`config.mk`:
```
export PLATFORM = sky130hd
export DESIGN_NAME = obc_offset_ctrl
export DESIGN_NICKNAME = d
export VERILOG_FILES = /design/src/rtl/obc_pkg.sv /design/src/rtl/obc_gain_weight.sv /design/src/rtl/obc_sm_reg.sv /design/src/rtl/obc_loop_ctrl.sv /design/src/rtl/obc_offset_ctrl.sv
export SDC_FILE = /design/constraint.sdc
export NUM_CORES = 1
export LEC_CHECK = 0
export BUFFER_PORTS_ARGS = -buffer_cell sky130_fd_sc_hd__buf_2
export CAP_MARGIN = 20
export CELL_PAD_IN_SITES_DETAIL_PLACEMENT = 1
export CELL_PAD_IN_SITES_GLOBAL_PLACEMENT = 1
export CORE_UTILIZATION = 41
export DETAILED_ROUTE_END_ITERATION = 16
export GPL_ROUTABILITY_DRIVEN = 0
export GPL_TIMING_DRIVEN = 0
export PLACE_DENSITY = 0.81
export SYNTH_ARGS = -nofsm -noshare
export SYNTH_HDL_FRONTEND = slang
export SYNTH_SLANG_ARGS = --single-unit
```
`constraint.sdc`:
```
create_clock -name clk_i -period 5.4 [get_ports clk_i]
set_input_delay 0.81 -clock clk_i [delete_from_list [all_inputs] [get_ports clk_i]]
set_output_delay 0.81 -clock clk_i [all_outputs]
set_load 0.02 [all_outputs]
```
`src/rtl/obc_pkg.sv`:
```
package obc_pkg;
  typedef enum logic {
    PH_COARSE = 1'b0,
    PH_FINE   = 1'b1
  } obc_phase_e;
endpackage

```
`src/rtl/obc_gain_weight.sv`:
```
module obc_gain_weight #(
  parameter int unsigned GW = 10,
  parameter int unsigned T1 = 64,
  parameter int unsigned T2 = 96,
  parameter int unsigned T3 = 128
) (
  input  logic [GW-1:0] gain_i,
  output logic [2:0]    wt_o
);
  always_comb begin
    if (gain_i < GW'(T1))      wt_o = 3'd4;
    else if (gain_i < GW'(T2)) wt_o = 3'd3;
    else if (gain_i < GW'(T3)) wt_o = 3'd2;
    else                       wt_o = 3'd1;
  end
endmodule

```
`src/rtl/obc_sm_reg.sv`:
```
module obc_sm_reg #(
  parameter int unsigned MW = 8,
  parameter int unsigned NW = MW + 2,
  localparam int unsigned VW = MW + 2
) (
  input  logic                 clk_i,
  input  logic                 rst_ni,
  input  logic                 byp_i,
  input  logic [MW:0]          reg_i,
  input  logic                 wr_i,
  input  logic signed [NW-1:0] nxt_i,
  output logic signed [VW-1:0] val_o,
  output logic [MW:0]          sm_o
);
  localparam logic signed [NW-1:0] HI = NW'(2**MW - 1);
  localparam logic signed [NW-1:0] LO = -HI;

  logic signed [VW-1:0] val_q, reg_val, nxt_sat, neg_v;

  always_comb begin
    reg_val = $signed({2'b00, reg_i[MW-1:0]});
    if (reg_i[MW]) reg_val = -reg_val;  // sign 1, mag 0 collapses to zero
  end

  always_comb begin
    if (nxt_i > HI)      nxt_sat = VW'(HI);
    else if (nxt_i < LO) nxt_sat = VW'(LO);
    else                 nxt_sat = VW'(nxt_i);
  end

  always_ff @(posedge clk_i or negedge rst_ni) begin
    if (!rst_ni)    val_q <= '0;
    else if (byp_i) val_q <= reg_val;
    else if (wr_i)  val_q <= nxt_sat;
  end

  assign neg_v = -val_q;
  assign val_o = val_q;
  assign sm_o  = (val_q < 0) ? {1'b1, neg_v[MW-1:0]} : {1'b0, val_q[MW-1:0]};

  AST_HOLD_IDLE: assert property (@(posedge clk_i) disable iff (!rst_ni)
    (!byp_i && !wr_i) |=> $stable(sm_o));
endmodule

```
`src/rtl/obc_loop_ctrl.sv`:
```
module obc_loop_ctrl
  import obc_pkg::*;
#(
  parameter int unsigned MW = 8,
  parameter int unsigned DW = 10,
  localparam int unsigned VW = MW + 2,
  localparam int unsigned RW = ((DW > MW) ? DW : MW) + 3
) (
  input  logic                 clk_i,
  input  logic                 rst_ni,
  input  logic                 upd_i,
  input  logic                 cal_n_i,
  input  logic [DW-1:0]        avg_i,
  input  logic [DW-1:0]        tgt_i,
  input  logic                 c_auto_i,
  input  logic                 f_auto_i,
  input  logic                 fine_first_i,
  input  logic signed [VW-1:0] c_val_i,
  input  logic signed [VW-1:0] f_val_i,
  output logic                 c_wr_o,
  output logic signed [VW-1:0] c_nxt_o,
  output logic                 f_wr_o,
  output logic signed [RW-1:0] f_nxt_o,
  output logic                 fine_act_o
);
  localparam logic signed [RW-1:0] LIM_P = RW'(2**MW - 1);
  localparam logic signed [VW-1:0] CMAX  = VW'(2**MW - 1);
  localparam logic signed [VW-1:0] ONE   = VW'(1);

  obc_phase_e phase_q, phase_d, phase_eff;
  logic armed_q;
  logic signed [RW-1:0] err, resid;
  logic fire, fits, c_up, c_lim;

  assign err   = $signed({{(RW-DW){1'b0}}, avg_i}) - $signed({{(RW-DW){1'b0}}, tgt_i});
  assign resid = RW'(f_val_i) - err;
  assign fits  = (resid <= LIM_P) && (resid >= -LIM_P);
  assign c_up  = resid > LIM_P;
  assign c_lim = c_up ? (c_val_i == CMAX) : (c_val_i == -CMAX);
  assign fire  = upd_i && !cal_n_i && f_auto_i;

  always_comb begin
    if (!c_auto_i)    phase_eff = PH_FINE;
    else if (armed_q) phase_eff = phase_q;
    else              phase_eff = obc_phase_e'(fine_first_i);
  end

  always_comb begin
    c_wr_o  = 1'b0;
    f_wr_o  = 1'b0;
    c_nxt_o = c_up ? c_val_i + ONE : c_val_i - ONE;
    f_nxt_o = resid;
    phase_d = phase_eff;
    if (fire) begin
      if (phase_eff == PH_COARSE) begin
        if (!fits && !c_lim) begin
          c_wr_o = 1'b1;
        end else begin
          f_wr_o  = 1'b1;
          phase_d = fits ? PH_FINE : PH_COARSE;
        end
      end else begin
        f_wr_o = 1'b1;
        if (!fits && c_auto_i) phase_d = PH_COARSE;
      end
    end
  end

  always_ff @(posedge clk_i or negedge rst_ni) begin
    if (!rst_ni) begin
      phase_q <= PH_COARSE;
      armed_q <= 1'b0;
    end else if (!c_auto_i) begin
      phase_q <= PH_FINE;
      armed_q <= 1'b0;
    end else if (fire) begin
      phase_q <= phase_d;
      armed_q <= 1'b1;
    end
  end

  assign fine_act_o = (phase_eff == PH_FINE);

  AST_GATED_UPDATE: assert property (@(posedge clk_i) disable iff (!rst_ni)
    (cal_n_i || !upd_i) |-> !(c_wr_o || f_wr_o));
  AST_NO_LOOP_IN_FINE_BYP: assert property (@(posedge clk_i) disable iff (!rst_ni)
    !f_auto_i |-> !(c_wr_o || f_wr_o));
endmodule

```
`src/rtl/obc_offset_ctrl.sv`:
```
module obc_offset_ctrl
  import obc_pkg::*;
#(
  parameter int unsigned MW = 8,
  parameter int unsigned DW = 10,
  parameter int unsigned GW = 10
) (
  input  logic          clk_i,
  input  logic          rst_ni,
  input  logic          cal_n_i,
  input  logic          upd_i,
  input  logic [DW-1:0] avg_i,
  input  logic [DW-1:0] target_i,
  input  logic [GW-1:0] gain_i,
  input  logic          coarse_byp_i,
  input  logic          fine_byp_i,
  input  logic          fine_first_i,
  input  logic [MW:0]   coarse_reg_i,
  input  logic [MW:0]   fine_reg_i,
  output logic [MW:0]   coarse_o,
  output logic [MW:0]   fine_o,
  output logic          fine_active_o,
  output logic [2:0]    coarse_wt_o
);
  localparam int unsigned VW = MW + 2;
  localparam int unsigned RW = ((DW > MW) ? DW : MW) + 3;

  logic c_auto, f_auto, c_wr, f_wr;
  logic signed [VW-1:0] c_val, f_val, c_nxt;
  logic signed [RW-1:0] f_nxt;

  assign f_auto = !fine_byp_i;
  assign c_auto = !coarse_byp_i && !fine_byp_i;

  obc_loop_ctrl #(.MW(MW), .DW(DW)) i_loop (
    .clk_i, .rst_ni, .upd_i, .cal_n_i,
    .avg_i, .tgt_i(target_i),
    .c_auto_i(c_auto), .f_auto_i(f_auto), .fine_first_i,
    .c_val_i(c_val), .f_val_i(f_val),
    .c_wr_o(c_wr), .c_nxt_o(c_nxt),
    .f_wr_o(f_wr), .f_nxt_o(f_nxt),
    .fine_act_o(fine_active_o)
  );

  obc_sm_reg #(.MW(MW), .NW(VW)) i_coarse (
    .clk_i, .rst_ni, .byp_i(!c_auto), .reg_i(coarse_reg_i),
    .wr_i(c_wr), .nxt_i(c_nxt), .val_o(c_val), .sm_o(coarse_o)
  );

  obc_sm_reg #(.MW(MW), .NW(RW)) i_fine (
    .clk_i, .rst_ni, .byp_i(!f_auto), .reg_i(fine_reg_i),
    .wr_i(f_wr), .nxt_i(f_nxt), .val_o(f_val), .sm_o(fine_o)
  );

  obc_gain_weight #(.GW(GW)) i_wt (.gain_i, .wt_o(coarse_wt_o));

  // assertion support: previous coarse value and mode
  logic signed [VW-1:0] c_prev_q;
  logic c_auto_q;
  logic signed [VW-1:0] c_dlt;
  always_ff @(posedge clk_i or negedge rst_ni) begin
    if (!rst_ni) begin
      c_prev_q <= '0;
      c_auto_q <= 1'b0;
    end else begin
      c_prev_q <= c_val;
      c_auto_q <= c_auto;
    end
  end
  assign c_dlt = c_val - c_prev_q;

  AST_COARSE_ONE_LSB: assert property (@(posedge clk_i) disable iff (!rst_ni)
    (c_auto && c_auto_q) |-> (c_dlt >= -VW'(1) && c_dlt <= VW'(1)));
  AST_FINE_BYP_FOLLOW: assert property (@(posedge clk_i) disable iff (!rst_ni)
    fine_byp_i |=> (fine_o[MW-1:0] == $past(fine_reg_i[MW-1:0])));
  AST_BYP_STATUS: assert property (@(posedge clk_i) disable iff (!rst_ni)
    coarse_byp_i |-> fine_active_o);
endmodule

```
==> impl_metrics.env, run 1 <==
export IMPL_outcome="finished with violations"
export IMPL_violations="negative setup slack"
export IMPL_cp_end_kind="register"
export IMPL_hold_viol=0
export IMPL_yosysMostFrequentCell="inv_1"
export IMPL_cts_hold_buf=0
export IMPL_drt_pass1_iter_count=4
export IMPL_grt_pass1_vias=3711
export IMPL_rsz0062_at_grt="true"
export IMPL_grt_ovfl_total=0
export IMPL_tns_ns=-13.14
export IMPL_netlist_area_um2=3340
export IMPL_final_nets=613
export IMPL_die_width_um=92.3
export IMPL_slew_viol_final=0
export IMPL_critPathLaunchType="primary input"
export IMPL_insertion_delay_ns=0.27
export IMPL_drtIter0Drc=126
export IMPL_drc=0
export IMPL_start_util=0.428
export IMPL_layout_drive_gt1_share=0.362
export IMPL_slew_headroom=0.571
export IMPL_synth_nets=509
export IMPL_min_period_ns=6.17
export IMPL_arrival_ns=6.39
export IMPL_clk_path_buf_depth=2
export IMPL_cts_tree="yes"
export IMPL_hold_class="primary input to asynchronous set/reset pin"
export IMPL_grt_max_degree=23
export IMPL_core_um2=7810
export IMPL_clk_pin_slew_ns=0.08
export IMPL_grt_usage=0.275
export IMPL_die_h_um=92.3
export IMPL_ys_ff_latch=22
export IMPL_synth_area_leaders="dfrtp_1 (16%), ha_1 (13%), xnor2_1 (7.1%)"
export IMPL_period_share=1.14
export IMPL_numPortBuffers=68
export IMPL_yosys_area_top_type="dfrtp_1"
export IMPL_ios=77
export IMPL_crit_fanout=7
export IMPL_grt_pass1_wl_mm=18.9
export IMPL_cts_max_level=1
export IMPL_timing_fmax_ghz=0.162
export IMPL_drtAntennaViolNets=0
export IMPL_synth_ff_type="dfrtp_1"
export IMPL_critPathRequiredTime_ns=5.61
export IMPL_synthArstFlopShare=1.00
export IMPL_layout_setup_ws_ns=-0.774
export IMPL_maxCapViolCount=0
export IMPL_synth_edf_count=0
export IMPL_diodes=0
export IMPL_worst_setup_path_type="primary input to register"
export IMPL_syn_inst=416
export IMPL_cts_root_buf="clkbuf_8"
export IMPL_vias=3622
export IMPL_numCtsBuffers=3
export IMPL_synth_top_area_share=0.165
export IMPL_wl_per_cell_um=19.1
export IMPL_finalSetupViolCount=20
export IMPL_area_delta_synth_final_pct=35.5
export IMPL_dp_hpwl_mm=8.01
export IMPL_pre_cts_ws_ns=-1.51
export IMPL_antenna_found_initial=0
export IMPL_clkSinkCount=22
export IMPL_viasPerCell=5.83
export IMPL_yosys_cell_types_count=63
export IMPL_synth_common_cells="inv_1 (36), ha_1 (35), nand2_1 (34)"
export IMPL_tightest_slew_ns=0.639
export IMPL_fin_worst_skew_ns=0.00145
export IMPL_placementRows=32
export IMPL_drt_wl_total_mm=11.8
export IMPL_ys_warn_count=0
export IMPL_synth_seq_area_share=0.165
export IMPL_die_area_um2=8520
export IMPL_syn_avg_cell_area_um2=8.04
[timing repair]
action,in CTS,in global routing
setup endpoints to repair,20,20
pin swaps,43,13
setup buffers,24,6
gates cloned,2,0
resized for setup,49,19
[sequential cells by signal (all words and copies together), names as in the netlist]
name / count
i_coarse.val_o: 10
i_fine.val_o: 10
i_loop.armed_q: 1
i_loop.phase_q: 1
[layout make-up]
class	instances	area, µm²
Fill cell	944	3280
Multi-Input combinational cell	346	2950
Timing Repair Buffer	99	621
Sequential cell	22	551
Inverter	36	145
Tap cell	102	128
Buffer	12	85.1
Clock buffer	4	55.1
[final timing paths]
check,startpoint,end,slack [ns],depth (start not counted)
worst max-delay path,avg_i[2],i_coarse.val_o[6],-0.77,28
worst min-delay path,rst_ni,i_fine.val_o[1],0.52,1
worst max register to register,i_fine.val_o[0],i_coarse.val_o[6],0.03,21
worst min register to register,i_loop.phase_q,i_loop.phase_q,0.52,2
max in group asynchronous,rst_ni,i_fine.val_o[2],4.51,1
min in group clk_i,i_loop.phase_q,i_loop.phase_q,0.52,2
[worst max-delay path, stage by stage]
cell      delay, ns
buf_2          0.10
ha_1           0.34
nor2b_2        0.18
o21ai_2        0.18
a21boi_2       0.08
o21ai_2        0.15
a21oi_2        0.07
o21ai_1        0.13
nand2b_1       0.12
xnor2_2        0.16
ha_1           0.35
buf_4          0.15
buf_4          0.13
a221oi_2       0.27
nor3_1         0.08
or4_4          0.44
a211o_4        0.33
nand2_8        0.13
ha_1           0.32
o21ai_1        0.20
o21ai_2        0.11
a31o_2         0.24
a21oi_4        0.18
xnor2_2        0.09
or3_4          0.38
a31oi_4        0.29
nor2b_4        0.20
o32a_1         0.15
[metal layers]
metal	global-route usage	routed length [µm]
met5	0	0
met4	0.0664	257
met3	0.00903	338
met2	0.491	5950
met1	0.365	5290
[stage by stage]
| stage | util | instances | area, µm² | hold WS [ns] |
|---|---|---|---|---|
| after floorplan | - | 416 | 3490 | 0.463 |
| after global placement | 0.507 | 586 | 3960 | 0.496 |
| after detailed placement | 0.507 | 586 | 3960 | 0.502 |
| after CTS | 0.564 | 615 | 4400 | 0.529 |
| after global routing | 0.580 | 621 | 4530 | 0.553 |
| final | 0.580 | 621 | 4530 | 0.517 |
[cell usage in the layout, fill, tap and decap left out, types with 7 or more instances in the layout]
cell	instances
buf_2	64
inv_1	33
nand2_1	33
buf_4	32
ha_1	27
nor2_1	25
xnor2_1	24
dfrtp_1	22
xor2_1	17
a21oi_1	15
o21ai_0	14
o31ai_1	10
nand2b_1	9
a21o_1	8
o21ai_1	8
buf_6	8
o21ai_2	8
nor3_1	7
mux2i_1	7
nor2b_1	7
ha_4	7
[kinds of logic (layout without fill, tap and decap cells)]
family	Yosys count	count (layout)	synth area share
multiplexers	14	14	0.0513
adder cells (fa/ha/maj)	38	38	0.149
buffers and inverters	49	151	0.0670
flip-flops	22	22	0.165
AND/OR/NAND/NOR	128	129	0.204
AO/OA/AOI/OAI	120	120	0.246
XOR/XNOR	45	45	0.118
Power of run 1 is not shown: default switching activity piles up to over one toggle a cycle in this logic, so the estimate is an artifact.
==> run 2, diff against run 1 <==
--- a/config.mk
+++ b/config.mk
@@ -14,6 +14,7 @@
 export GPL_ROUTABILITY_DRIVEN = 0
 export GPL_TIMING_DRIVEN = 0
 export PLACE_DENSITY = 0.81
+export REMOVE_ABC_BUFFERS = 1
 export SYNTH_ARGS = -nofsm -noshare
 export SYNTH_HDL_FRONTEND = slang
 export SYNTH_SLANG_ARGS = --single-unit
==> impl_metrics.env, run 2 (synthesis results as in run 1) <==
export IMPL_outcome="finished with violations"
export IMPL_violations="negative setup slack"
export IMPL_period_share=1.18
export IMPL_hold_class="primary input to asynchronous set/reset pin"
export IMPL_drtAntennaViolNets=0
export IMPL_wl_met1_mm=5.61
export IMPL_crit_fanout=7
export IMPL_reg2reg_depth=21
export IMPL_maxCapViolCount=0
export IMPL_slew_viol_final=0
export IMPL_clk_path_buf_depth=2
export IMPL_dr_wl_met2_mm=6.58
export IMPL_numPortBuffers=71
export IMPL_dp_hpwl_mm=7.44
export IMPL_grt_pass1_vias=4013
export IMPL_slew_headroom=0.512
export IMPL_place_area_um2=3740
export IMPL_cts_max_level=1
export IMPL_core_um2=7810
export IMPL_antenna_found_initial=0
export IMPL_grt_ovfl_total=0
export IMPL_vias=3700
export IMPL_area_delta_synth_final_pct=35.6
export IMPL_cts_tree="yes"
export IMPL_r2r_end="i_coarse.val_o[6]"
export IMPL_die_h_um=92.3
export IMPL_hold_viol=0
export IMPL_placementRows=32
export IMPL_layout_setup_ws_ns=-0.952
export IMPL_grt_pass1_wl_mm=20.5
export IMPL_layout_drive_gt1_share=0.383
export IMPL_final_cell_area_um2=4530
export IMPL_critPathRequiredTime_ns=5.61
export IMPL_worst_setup_path_type="primary input to register"
export IMPL_numCtsBuffers=3
export IMPL_crit_path_end="i_coarse.val_o[6]"
export IMPL_timing_fmax_ghz=0.157
export IMPL_start_util=0.428
export IMPL_drt_pass1_iter_count=4
export IMPL_tightest_slew_ns=0.727
export IMPL_critPathLaunchType="primary input"
export IMPL_clk_pin_slew_ns=0.09
export IMPL_cts_root_buf="clkbuf_8"
export IMPL_diodes=0
export IMPL_rsz0062_at_grt="true"
export IMPL_finalSetupViolCount=20
export IMPL_insertion_delay_ns=0.27
export IMPL_layout_commonest_cell="buf_2"
export IMPL_tns_ns=-14.20
export IMPL_critPathLaunch="avg_i[0]"
export IMPL_viasPerCell=6.03
export IMPL_cp_end_kind="register"
export IMPL_r2r_slack_ns=-0.07
export IMPL_r2r_start="i_fine.val_o[0]"
export IMPL_die_area_um2=8520
export IMPL_die_width_um=92.3
export IMPL_fin_worst_skew_ns=0.00849
export IMPL_grt_max_degree=23
export IMPL_final_cell_mix="buf_2 (68), nand2_1 (32), inv_1 (32)"
export IMPL_met3_length_um=737
export IMPL_dr_max_layer_used="met4"
export IMPL_ios=77
export IMPL_grt_usage=0.303
export IMPL_wl_per_cell_um=21.7
export IMPL_drt_wl_total_mm=13.4
export IMPL_min_period_ns=6.35
export IMPL_final_nets=606
export IMPL_clkSinkCount=22
export IMPL_arrival_ns=6.56
export IMPL_drtIter0Drc=215
export IMPL_drc=0
==> run 2: cell count changes in the layout (fill, tap and decap cells not counted), moves of 3 or more <==
cell and delta:
buf_4 -5, buf_2 +4, clkbuf_1 -4, nor2_1 -3
==> run 2: stage by stage <==
stage               worst slack [ns]  hold WS, ns  utilization  cells
floorplan                      -1.01        0.463            -    403
global placement               -1.88        0.490        0.479    576
detailed placement             -2.08        0.531        0.479    576
CTS                           -0.662        0.528        0.560    609
global route                   -1.02        0.538        0.581    614
finish                        -0.952        0.519        0.581    614
==> run 2: worst max-delay path, cell delays in order <==
cell and delay (ns):
buf_8 0.07, inv_4 0.03, ha_4 0.16, fa_2 0.35, nor2b_1 0.14, o21ai_1 0.09, a21boi_1 0.19, o21ai_2 0.09
buf_4 0.13, nand3_1 0.07, nand2b_1 0.07, ha_1 0.38, a211o_1 0.33, a21oi_2 0.24, a21oi_1 0.17, or3_1 0.49
a211o_4 0.41, nand2_8 0.14, ha_4 0.24, a211oi_4 0.29, o21ai_2 0.10, a31o_2 0.23, a21oi_2 0.16, xnor2_2 0.12
or3_4 0.41, a31oi_4 0.30, nor2b_4 0.20, o32a_1 0.15
==> run 2: per-layer routing <==
metal | GRT usage | up-vias
li1 | - | 1690
met1 | 0.392 | 1795
met2 | 0.524 | 175
met3 | 0.0246 | 40
met4 | 0.109 | 0
met5 | 0 | -
==> run 2: how the worst min path moves through the flow <==
stage               slack (ns)                end  cells past startpoint            from
finish                    0.52     i_loop.armed_q                      1          rst_ni
global route              0.54  i_coarse.val_o[2]                      1          rst_ni
CTS                       0.53  i_coarse.val_o[2]                      1          rst_ni
detailed placement        0.53     i_loop.armed_q                      2  i_loop.armed_q
global placement          0.49     i_loop.phase_q                      2  i_loop.phase_q
floorplan                 0.46     i_loop.phase_q                      2  i_loop.phase_q
==> run 2: repair_timing <==
action | 4_1_cts | 5_1_grt
gates resized for setup | 77 | 35
hold buffers | 0 | 0
cloned | 1 | 0
setup endpoints to repair | 20 | 20
endpoints found under the hold margin | 0 | 0
pin swaps | 50 | 37
setup buffers | 28 | 8
==> run 2: final cells by class <==
class / instances / area, µm²
clock buffers: 4 / 55.1
fillers: 944 / 3270
inverters: 36 / 143
multi-input cells: 346 / 3010
flip-flops and latches: 22 / 551
well taps: 102 / 128
repair buffers: 104 / 648
Power of run 2 is left out for the same reason.
==> run 3, diff against run 2 <==
--- a/config.mk
+++ b/config.mk
@@ -11,7 +11,6 @@
 export CELL_PAD_IN_SITES_GLOBAL_PLACEMENT = 1
 export CORE_UTILIZATION = 41
 export DETAILED_ROUTE_END_ITERATION = 16
-export GPL_ROUTABILITY_DRIVEN = 0
 export GPL_TIMING_DRIVEN = 0
 export PLACE_DENSITY = 0.81
 export REMOVE_ABC_BUFFERS = 1
==> constraint.sdc (replaced) <==
create_clock -name clk_i -period 5.9 [get_ports clk_i]
set_input_delay 0.885 -clock clk_i [delete_from_list [all_inputs] [get_ports clk_i]]
set_output_delay 0.885 -clock clk_i [all_outputs]
set_load 0.02 [all_outputs]
==> impl_metrics.env, run 3 (synthesis results as in run 1) <==
export IMPL_gp_congestion=0.796
export IMPL_ios=77
export IMPL_final_cell_mix="buf_2 (68), nand2_1 (33), inv_1 (32)"
export IMPL_numCtsBuffers=3
export IMPL_slowest_stage="or4_4"
export IMPL_die_area_um2=8520
export IMPL_arrival_ns=6.50
export IMPL_outcome="finished with violations"
export IMPL_fillers=968
export IMPL_hold_viol=0
export IMPL_clk_path_buf_depth=2
export IMPL_grt_ovfl_total=0
export IMPL_clk_pin_slew_ns=0.09
export IMPL_cp_end_kind="register"
export IMPL_r2r_slack_ns=0.44
export IMPL_worst_setup_path_type="primary input to register"
export IMPL_multi_input_area_um2=2970
export IMPL_hold_class="register to register"
export IMPL_min_period_ns=6.34
export IMPL_layout_drive_gt1_share=0.369
export IMPL_placementRows=32
export IMPL_grt_pass1_vias=3842
export IMPL_core_um2=7810
export IMPL_regArea_um2=551
export IMPL_insertion_delay_ns=0.28
export IMPL_layout_commonest_cell="buf_2"
export IMPL_numPortBuffers=71
export IMPL_tightest_slew_ns=0.645
export IMPL_antenna_found_initial=0
export IMPL_critPathRequiredTime_ns=6.06
export IMPL_rsz0062_at_grt="true"
export IMPL_drt_pass1_iter_count=5
export IMPL_crit_path_end="i_coarse.val_o[2]"
export IMPL_slew_headroom=0.566
export IMPL_wl_per_cell_um=20.3
export IMPL_critPathLaunch="target_i[0]"
export IMPL_critPathLaunchType="primary input"
export IMPL_diodes=0
export IMPL_start_util=0.428
export IMPL_cts_root_buf="clkbuf_8"
export IMPL_slew_viol_final=0
export IMPL_drtAntennaViolNets=0
export IMPL_drt_wl_total_mm=12.4
export IMPL_final_nets=604
export IMPL_reg2reg_depth=21
export IMPL_drc=0
export IMPL_max_stage_delay_ns=0.55
export IMPL_grt_usage=0.272
export IMPL_grt_pass1_wl_mm=18.8
export IMPL_grt_max_degree=23
export IMPL_die_h_um=92.3
export IMPL_crit_fanout=7
export IMPL_finalSetupViolCount=16
export IMPL_viasPerCell=5.96
export IMPL_timing_fmax_ghz=0.158
export IMPL_r2r_end="i_coarse.val_o[0]"
export IMPL_drtIter0Drc=189
export IMPL_cts_hold_buf=0
export IMPL_period_share=1.08
export IMPL_maxCapViolCount=0
export IMPL_vias=3646
export IMPL_clkSinkCount=22
export IMPL_tns_ns=-3.97
export IMPL_die_width_um=92.3
export IMPL_cts_tree="yes"
export IMPL_dp_hpwl_mm=7.44
export IMPL_layout_setup_ws_ns=-0.445
export IMPL_fin_worst_skew_ns=0.00819
export IMPL_violations="negative setup slack"
export IMPL_area_delta_synth_final_pct=34.1
export IMPL_cts_max_level=1
export IMPL_r2r_start="i_fine.val_o[0]"
-- run 3: stage by stage --
step	setup slack, ns	util	instances	hold WS (ns)	cell area (µm²)
2_1_floorplan	-0.584	-	403	0.463	3250
3_3_place_gp	-1.45	0.479	576	0.490	3740
3_5_place_dp	-1.66	0.479	576	0.531	3740
4_1_cts	-0.238	0.546	605	0.544	4260
5_1_grt	-0.618	0.574	612	0.612	4480
6_report	-0.445	0.574	612	0.549	4480
-- run 3: worst min-delay path by stage --
stage,endpoint,cells after the start,slack (ns),startpoint
after global placement,i_loop.phase_q,2,0.49,i_loop.phase_q
after CTS,i_loop.armed_q,2,0.54,i_loop.armed_q
after detailed placement,i_loop.armed_q,2,0.53,i_loop.armed_q
after floorplan,i_loop.phase_q,2,0.46,i_loop.phase_q
final,i_loop.armed_q,2,0.55,i_loop.armed_q
after global routing,i_coarse.val_o[2],1,0.61,rst_ni
-- run 3: critical path: cells and delay by family --
kind,cells,cell delay [ns]
xor+xnor,2,0.53
fa+ha+maj,4,1.15
simple gates,9,1.83
buf+inv,3,0.26
compound gates,10,1.85
-- run 3: repair_timing --
action / 4_1_cts / 5_1_grt
pin swaps: 46 / 38
gates cloned: 0 / 1
buffers inserted: 25 / 6
endpoints found under the setup margin: 20 / 20
resized for setup: 62 / 38
-- run 3: cell type report --
class                   instances  share of cell area
well taps                     102              0.0285
repair buffers                102               0.142
flip-flops and latches         22               0.123
inverters                      36              0.0318
multi-input cells             346               0.662
clock buffers                   4              0.0123
-- run 3: layer usage --
metal  GRT usage  up-vias  share of wire
met1       0.353     1815           0.44
met5           0        -              0
li1            -     1688              -
met2       0.472      113           0.50
met3      0.0156       30          0.030
met4       0.103        0          0.029
Power of run 3 is left out for the same reason.
